--- config.mk ---
export PLATFORM = sky130hd
export DESIGN_NAME = fxp_frame_parser
export DESIGN_NICKNAME = d
export VERILOG_FILES = /design/src/rtl/fxp_pkg.sv /design/src/rtl/fxp_byte_class.sv /design/src/rtl/fxp_err_sat.sv /design/src/rtl/fxp_frame_seq.sv /design/src/rtl/fxp_frame_parser.sv
export SDC_FILE = /design/constraint.sdc
export NUM_CORES = 1
export LEC_CHECK = 0
export ABC_CLOCK_PERIOD_IN_PS = 8600
export BUFFER_PORTS_ARGS = -buffer_cell sky130_fd_sc_hd__buf_2
export CORE_AREA = 2 2 92 94
export DETAILED_ROUTE_END_ITERATION = 8
export DIE_AREA = 0 0 94 96
export HOLD_SLACK_MARGIN = 0.12
export SLEW_MARGIN = 25
export SYNTH_ARGS = -nofsm -noshare
export SYNTH_HDL_FRONTEND = slang
export SYNTH_SLANG_ARGS = --single-unit
--- constraint.sdc ---
create_clock -name clk -period 8.6 [get_ports clk]
set_input_delay 0.43 -clock clk [delete_from_list [all_inputs] [get_ports clk]]
set_output_delay 0.43 -clock clk [all_outputs]
set_load 0.05 [all_outputs]
--- src/rtl/fxp_pkg.sv ---
package fxp_pkg;

    localparam logic [7:0] BYTE_SOF   = 8'h02;
    localparam logic [7:0] BYTE_EOF   = 8'h03;
    localparam logic [7:0] BYTE_CR    = 8'h0D;
    localparam logic [7:0] BYTE_POINT = 8'h2E;
    localparam logic [7:0] BYTE_ZERO  = 8'h30;
    localparam logic [7:0] BYTE_NINE  = 8'h39;

    // four decimal digits need up to 9999
    localparam int ACC_W = 14;

    typedef enum logic [2:0] {
        S_HUNT,
        S_ONES,
        S_POINT,
        S_TENTHS,
        S_HUNDREDTHS,
        S_THOUSANDTHS,
        S_CR,
        S_EOF
    } slot_e;

    typedef struct packed {
        logic       sof;
        logic       eof;
        logic       cr;
        logic       point;
        logic       digit;
        logic [3:0] nibble;
    } byte_kind_t;

    function automatic logic [ACC_W-1:0] times_ten_plus(
        input logic [ACC_W-1:0] a,
        input logic [3:0]       d
    );
        return (a << 3) + (a << 1) + {{(ACC_W-4){1'b0}}, d};
    endfunction

endpackage

--- src/rtl/fxp_byte_class.sv ---
module fxp_byte_class
    import fxp_pkg::*;
(
    input  logic [7:0] byte_in,
    output byte_kind_t kind
);
    always_comb begin
        kind.sof    = (byte_in == BYTE_SOF);
        kind.eof    = (byte_in == BYTE_EOF);
        kind.cr     = (byte_in == BYTE_CR);
        kind.point  = (byte_in == BYTE_POINT);
        kind.digit  = (byte_in >= BYTE_ZERO) && (byte_in <= BYTE_NINE);
        kind.nibble = byte_in[3:0];
    end
endmodule

--- src/rtl/fxp_err_sat.sv ---
module fxp_err_sat #(
    parameter int CNT_W = 16
) (
    input  logic             clk,
    input  logic             rst,
    input  logic             bump,
    output logic [CNT_W-1:0] count
);
    localparam logic [CNT_W-1:0] TOP = {CNT_W{1'b1}};

    logic [CNT_W-1:0] cnt_q;

    always_ff @(posedge clk) begin
        if (rst) begin
            cnt_q <= '0;
        end else if (bump && (cnt_q != TOP)) begin
            cnt_q <= cnt_q + 1'b1;
        end
    end

    assign count = cnt_q;


    err_hold_max_chk: assert property (@(posedge clk) disable iff (rst)
        (cnt_q == TOP) |=> (cnt_q == TOP));


    err_no_decrease_chk: assert property (@(posedge clk) disable iff (rst)
        1'b1 |=> (cnt_q >= $past(cnt_q)));


    err_step_one_chk: assert property (@(posedge clk) disable iff (rst)
        1'b1 |=> ((cnt_q - $past(cnt_q)) <= CNT_W'(1)));
endmodule

--- src/rtl/fxp_frame_seq.sv ---
module fxp_frame_seq
    import fxp_pkg::*;
#(
    parameter int MAX_MILLI = 3000,
    parameter int VAL_W     = 12
) (
    input  logic             clk,
    input  logic             rst,
    input  logic             take,
    input  byte_kind_t       kind,
    output logic             bad_frame,
    output logic [VAL_W-1:0] value,
    output logic             value_vld
);
    localparam logic [ACC_W-1:0] MAX_ACC = ACC_W'(MAX_MILLI);

    slot_e            slot_q, slot_n;
    logic [ACC_W-1:0] acc_q, acc_n;
    logic [VAL_W-1:0] val_q;
    logic             vld_q;
    logic             done;

    always_comb begin
        slot_n    = slot_q;
        acc_n     = acc_q;
        bad_frame = 1'b0;
        done      = 1'b0;
        if (take) begin
            if (kind.sof) begin
                bad_frame = (slot_q != S_HUNT);
                slot_n    = S_ONES;
                acc_n     = '0;
            end else begin
                case (slot_q)
                    S_HUNT: slot_n = S_HUNT;
                    S_ONES, S_TENTHS, S_HUNDREDTHS, S_THOUSANDTHS: begin
                        if (kind.digit) begin
                            acc_n = times_ten_plus(acc_q, kind.nibble);
                            case (slot_q)
                                S_ONES:       slot_n = S_POINT;
                                S_TENTHS:     slot_n = S_HUNDREDTHS;
                                S_HUNDREDTHS: slot_n = S_THOUSANDTHS;
                                default:      slot_n = S_CR;
                            endcase
                        end else begin
                            bad_frame = 1'b1;
                            slot_n    = S_HUNT;
                        end
                    end
                    S_POINT: begin
                        slot_n    = kind.point ? S_TENTHS : S_HUNT;
                        bad_frame = !kind.point;
                    end
                    S_CR: begin
                        slot_n    = kind.cr ? S_EOF : S_HUNT;
                        bad_frame = !kind.cr;
                    end
                    S_EOF: begin
                        slot_n = S_HUNT;
                        if (kind.eof && (acc_q <= MAX_ACC)) begin
                            done = 1'b1;
                        end else begin
                            bad_frame = 1'b1;
                        end
                    end
                    default: slot_n = S_HUNT;
                endcase
            end
        end
    end

    always_ff @(posedge clk) begin
        if (rst) begin
            slot_q <= S_HUNT;
            acc_q  <= '0;
            val_q  <= '0;
            vld_q  <= 1'b0;
        end else begin
            slot_q <= slot_n;
            acc_q  <= acc_n;
            vld_q  <= done;
            if (done) begin
                val_q <= acc_q[VAL_W-1:0];
            end
        end
    end

    assign value     = val_q;
    assign value_vld = vld_q;


    pulse_single_chk: assert property (@(posedge clk) disable iff (rst)
        vld_q |=> !vld_q);


    value_range_chk: assert property (@(posedge clk) disable iff (rst)
        vld_q |-> (val_q <= MAX_ACC[VAL_W-1:0]));


    idle_hold_chk: assert property (@(posedge clk) disable iff (rst)
        !take |=> ($stable(slot_q) && $stable(acc_q) && !vld_q));


    sof_restart_chk: assert property (@(posedge clk) disable iff (rst)
        (take && kind.sof) |=> (slot_q == S_ONES && acc_q == '0));
endmodule

--- src/rtl/fxp_frame_parser.sv ---
module fxp_frame_parser
    import fxp_pkg::*;
#(
    parameter int MAX_MILLI = 3000,
    parameter int ERR_W     = 16,
    localparam int VAL_W    = $clog2(MAX_MILLI + 1)
) (
    input  logic             clk,
    input  logic             rst,
    input  logic [7:0]       in_byte,
    input  logic             in_valid,
    output logic [VAL_W-1:0] out_value,
    output logic             out_valid,
    output logic [ERR_W-1:0] err_count
);
    byte_kind_t kind;
    logic       bad_frame;

    fxp_byte_class u_class (
        .byte_in (in_byte),
        .kind    (kind)
    );

    fxp_frame_seq #(
        .MAX_MILLI (MAX_MILLI),
        .VAL_W     (VAL_W)
    ) u_seq (
        .clk       (clk),
        .rst       (rst),
        .take      (in_valid),
        .kind      (kind),
        .bad_frame (bad_frame),
        .value     (out_value),
        .value_vld (out_valid)
    );

    fxp_err_sat #(
        .CNT_W (ERR_W)
    ) u_err (
        .clk   (clk),
        .rst   (rst),
        .bump  (bad_frame),
        .count (err_count)
    );


    hunt_quiet_chk: assert property (@(posedge clk) disable iff (rst)
        !in_valid |=> !out_valid);
endmodule

# ---- After elaboration in Yosys (flattened, before gate mapping)
# Cells that the tools add are included.
dict set report word_totals {
  ff_bits 46
  wordCells 53
  inputBits 11
  output_inout_bits 29
}
dict set report op_classes {
  n_eq_ne 12
  order_cmp 3
  add_sub_neg 3
  muxes 18
  n_reduce_logical 12
}
# operator count
set op_table {}
lappend op_table {{$mux W14} 3}
lappend op_table {{$add A16 B1 Y16 const B} 1}
lappend op_table {{$eq A8 B2 Y1 const B} 2}
lappend op_table {{$ne A16 B16 Y1 const B} 1}
lappend op_table {{$add A14 B14 Y14} 1}
lappend op_table {{$add A14 B4 Y14} 1}
lappend op_table {{$le A14 B12 Y1 const B} 1}
lappend op_table {{$eq A3 B3 Y1 const B} 4}
lappend op_table {{$pmux W3 S4} 1}
lappend op_table {{$mux W3} 3}
lappend op_table {{$pmux W3 S3} 1}
lappend op_table {{$eq A8 B4 Y1 const B} 1}
lappend op_table {{$eq A8 B6 Y1 const B} 1}
lappend op_table {{$ge A8 B6 Y1 const B} 1}
lappend op_table {{$le A8 B6 Y1 const B} 1}
lappend op_table {{$mux W1} 8}
lappend op_table {{$eq A3 B2 Y1 const B} 2}
lappend op_table {{$pmux W1 S4} 1}
lappend op_table {{$reduce_bool A2 Y1} 2}
lappend op_table {{$reduce_or A4 Y1} 1}
lappend op_table {{$eq A3 B1 Y1 const B} 1}
lappend op_table {{$logic_and A1 B1 Y1} 3}
lappend op_table {{$logic_not A3 Y1} 1}
lappend op_table {{$reduce_and A3 Y1} 1}
lappend op_table {{other kinds (4)} 5}

# ---- Longest topological paths before layout
dict set report depth {
  ltp_word 7
  ltp_mapped 11
  depth_no_buf 11
}

# ---- Modules after synthesis
# Synthesis repeated with hierarchy kept, for this count alone.
dict set report unflattened {
  cells_unflattened 339
  area_unflattened_um2 2915.3
}
# mod cells_per_inst n_inst area_each_um2 seq_area_each_um2
set modules_own_cells {}
lappend modules_own_cells {fxp_frame_seq 224 1 1959.4 600.6}
lappend modules_own_cells {fxp_err_sat 99 1 848.3 320.3}
lappend modules_own_cells {fxp_byte_class 16 1 107.6 0.0}

# ---- Least setup slack after synthesis
# Ideal clock, no wire load.
dict set report synth_timing {
  path_type {in2reg}
  startpoint {input in_byte[3]}
  endpoint {register u_seq.acc_q[13]}
  stages 11
  required_ns 8.483
  path_buffers 0
  path_slack_ns 5.537
  t_arrival_ns 2.946
  setup_ns 0.117
  cell_sequence {inv_1 > fa_1 > inv_1 > ha_1 > a211oi_1 > o21ai_0 > and3b_1 > a2111oi_0 > a21oi_1 > xnor2_1 > a22o_1}
}
dict set report synth_via {
  elab_chain_cells 4
  word_cells_on_any_way 11
  classes_between {add/sub: 1; order compare: 2; eq/ne: 1; mux: 3; reduce/logical: 4}
}
# item line_no
set synth_rtl {}
lappend synth_rtl {{start: declaration} fxp_frame_parser.sv:10} ;# input logic [7:0] in_byte,
lappend synth_rtl {{$add A14 B4 Y14 (tied with other cells)} fxp_pkg.sv:37} ;# return (a << 3) + (a << 1) + {{(ACC_W-4){1'b0}}, d};
lappend synth_rtl {{$mux W14 or $logic_and A1 B1 Y1 (tied branches)} {fxp_frame_seq.sv:37, fxp_byte_class.sv:12}}
lappend synth_rtl {{$mux W14 or $reduce_bool A2 Y1 (tied branches)} n/a}
lappend synth_rtl {{$mux W14 or $reduce_and A3 Y1 (tied branches)} n/a}
lappend synth_rtl {{end signal: assignment} fxp_frame_seq.sv:80} ;# acc_q <= acc_n;
lappend synth_rtl {{end: declaration} fxp_frame_seq.sv:18} ;# logic [ACC_W-1:0] acc_q, acc_n;
# Parallel ways exist; a longest one is shown, timed or not. The select of a mux whose other input is x is not followed.
# A chain may end at the register's enable or synchronous reset.

# ---- Worst setup path in the final report
dict set report layout_timing {
  startpoint {register u_seq.acc_q[0]}
  endpoint {register u_seq.acc_q[13]}
}
dict set report layout_via {
  elab_chain_cells 5
}
# item line_no
set layout_rtl {}
lappend layout_rtl {{$add A14 B14 Y14} fxp_pkg.sv:37}
lappend layout_rtl {{$add A14 B4 Y14} fxp_pkg.sv:37}
lappend layout_rtl {{$mux W14} fxp_frame_seq.sv:37} ;# if (kind.digit) begin
lappend layout_rtl {{$mux W14} fxp_frame_seq.sv:34} ;# case (slot_q)
lappend layout_rtl {{$mux W14} fxp_frame_seq.sv:29} ;# if (kind.sof) begin
# Every way passes these cells. The select of a mux whose other input is x is not followed.

==> flow_summary_export.csv <==
group,metric,value,unit
outcome,status,"finished, final reports clean",
clocking,cts_hold_buf,0,
synthesis,synth_edf_count,0,
die,core-area,0.00805,sq mm
worst_setup_path,path_max_fanout,5,
worst_setup_path,crit_arrival,3530,ps
synthesis,synth_commonest_cells,"nor2_1 (58), dfxtp_1 (46), ha_1 (23)",
synthesis,syn_area_per_cell,8.64,sq um
die,ioPinCount,40,
worst_setup_path,cp.required,8790,ps
die,dieHeight,96,microns
timing,hold_viol,0,
worst_hold_path,holdPathStages,2,
job,cap_violations,0,
timing,max_freq,0.299,GHz
die,die_x,94,microns
die,die-area,0.00902,sq mm
power_and_ir_drop,p_leak,1.42,nW
power_and_ir_drop,cell_internal_pwr,313,uW
timing,tightest_slew,979,ps
synthesis,synth.most_common_cell,"nor2_1",
clocking,insertion_delay,290,ps
die,start_util,33.9,%
clocking,ctsLongestPathBuffers,2,
timing,max-slew-margin-rel,34.4,%
final_layout,antenna_cells,0,
placed_design,numPortBuffers,39,
clocking,clkTransAtPathRegs,90,ps
synthesis,synth_area_leader_cell,"dfxtp_1",
grt,grt_remaining_overflow,0,
worst_setup_path,r2r_start,"u_seq.acc_q[0]",
final_layout,final_cells,456,
worst_setup_path,end_kind,"register",
placed_design,dp_cells,449,
timing,whs,451,ps
power_and_ir_drop,ir_worst_vdd,0.0599,mV
route,ant_nets,0,
timing,fin_worst_skew,5.53,ps
final_layout,fin_area,0.00313,sq mm
timing,fin_tns_setup,0,ps
worst_setup_path,crit_start,"u_seq.acc_q[0]",
clocking,cts_buffers,5,
route,wl_per_cell,13.7,microns
grt,grt_pass1_wl,10.1,mm
worst_setup_path,crit_path_start_kind,"register",
clocking,htreeDepth,2,
power_and_ir_drop,combPwrFrac,5.1,%
synthesis,syn_area,0.00273,sq mm
grt,grt_usage,14.1,%
die,placementRows,33,
placed_design,placed_area,0.00301,sq mm
synthesis,synth_area_leaders,"dfxtp_1 (34%), ha_1 (11%), nor2_1 (8.0%)",
timing,setup_viol,0,
placed_design,pre_cts_slack,5120,ps
final_layout,syn2layout_area_growth,14.6,%
route,routed_wirelength,6.24,mm
power_and_ir_drop,power.density,128,mW/mm^2
clocking,cts_setup_buffers,0,
synthesis,syn_nets,352,
placed_design,place_congestion,0.789,
worst_setup_path,critical_path_class,"reg2reg",
timing,slew_violations,0,
synthesis,synth-seq-cells,46,
synthesis,yosys_warnings,0,
synthesis,async_flop_share,0,%
clocking,cts-root-buf,"clkbuf_8",
route,dr.pass1.iters,4,
grt,antenna_found_initial,0,
power_and_ir_drop,power.share.clock,41.1,%
clocking,clkSinkCount,46,
worst_hold_path,hp-class,"in2reg",
worst_setup_path,r2r_cells,11,
synthesis,synth_seq_area_share,33.7,%
route,dr_total_vias,2368,
synthesis,yosys.area.top_type_share,33.7,%
grt,grt_pass1_vias,2096,
power_and_ir_drop,p_sw,86.7,uW
timing,min_period,3340,ps
final_layout,layout-drive-gt1-share,14.0,%
final_layout,nFillCells,837,
grt,grt_max_degree,48,
power_and_ir_drop,pwr-share-seq,53.8,%
synthesis,syn_inst,316,
clocking,cts_tree,"built",
route,routed_via_density,5.19,
synthesis,yosysUniqueCellTypes,50,
route,drc,0,
route,drt-initial-drc-count,116,
placed_design,hpwl,4.61,mm
final_layout,fin_nets,387,
power_and_ir_drop,power,400,uW
timing,rsz0062_at_grt,"false",
synthesis,ys.flop_type,"dfxtp_1",
timing,period_share,38.9,%
worst_hold_path,min-delay-start,"in_valid",
clocking,ctsResizeCount,0,
power_and_ir_drop,swShare,21.7,%
final_layout,fin_util,38.8,%
timing,fin_ws,5260,ps
## cell type report
class / count / area (sq um) / area share (%)
multi-input combinational: 249 / 1730 / 55.2
sequential: 46 / 921 / 29.5
timing repair buffer: 40 / 203 / 6.48
tap: 105 / 131 / 4.20
clock buffer: 6 / 82.6 / 2.64
inverter: 9 / 33.8 / 1.08
clock inverter: 1 / 30.0 / 0.960
## final timing paths
path,end,slack [ps]
max reg2reg,u_seq.acc_q[13],5260
max,u_seq.acc_q[13],5260
min reg2reg,u_err.count[14],490
min,u_seq.slot_q[0],450
## flip-flops by register name, indices dropped and copies added (netlist names)
register and cells:
u_seq.value_vld 1, u_seq.acc_q 14, u_err.count 16, u_seq.slot_q 3
u_seq.value 12
## per-layer routing
| layer | part of all wire, % | GRT usage (%) | up-vias | wire, microns |
|---|---|---|---|---|
| li1 | - | - | 1216 | - |
| met1 | 48 | 18.8 | 1092 | 2980 |
| met5 | 0 | 0 | - | 0 |
| met4 | 0.82 | 3.74 | 0 | 51 |
| met2 | 47 | 23.5 | 56 | 2920 |
| met3 | 4.7 | 2.51 | 4 | 291 |
## power by group through the flow
stage                     clock network, mW  logic (mW)  registers [mW]
after global routing                  0.181      0.0227           0.215
after CTS                             0.169      0.0206           0.215
after floorplan                           0      0.0122           0.221
after detailed placement                  0      0.0205           0.220
after global placement                    0      0.0200           0.220
final                                 0.164      0.0204           0.215
## placed cells by master (no fill, tap or decap), types with 3 or more instances in the layout
master / instances
inv_1: 9
and3_1: 4
o21ai_0: 13
o21a_1: 6
buf_2: 39
dfxtp_1: 46
mux2_1: 4
a211oi_1: 4
a22oi_1: 5
nand4_1: 4
nor4bb_1: 4
nor2_1: 58
nand2_1: 15
nor3_1: 9
clkbuf_8: 6
a22o_1: 3
a21oi_1: 11
nand3_1: 10
nor4_1: 6
nor2b_1: 8
ha_1: 23
mux2i_1: 13
xnor2_1: 16
## cell families (layout without fill, tap and decap cells)
| group | after synthesis | in the layout | synth area share [%] |
|---|---|---|---|
| buf+inv | 21 | 56 | 3.03 |
| simple gates | 133 | 133 | 25.0 |
| fa+ha+maj | 25 | 25 | 12.0 |
| xor+xnor | 17 | 17 | 5.46 |
| flops | 46 | 46 | 33.7 |
| mux | 17 | 17 | 6.42 |
| compound gates | 57 | 57 | 14.4 |
## critical path, stage by stage, from the launching register on
cell and delay [ps]:
dfxtp_1 400, inv_1 80, fa_1 560, inv_1 60, ha_1 310, a211oi_1 310, o21ai_0 170, and3b_1 180
a2111oi_0 640, a21oi_1 190, xnor2_1 160, a22o_1 190
Note: power is estimated with default switching activity, not from simulation.
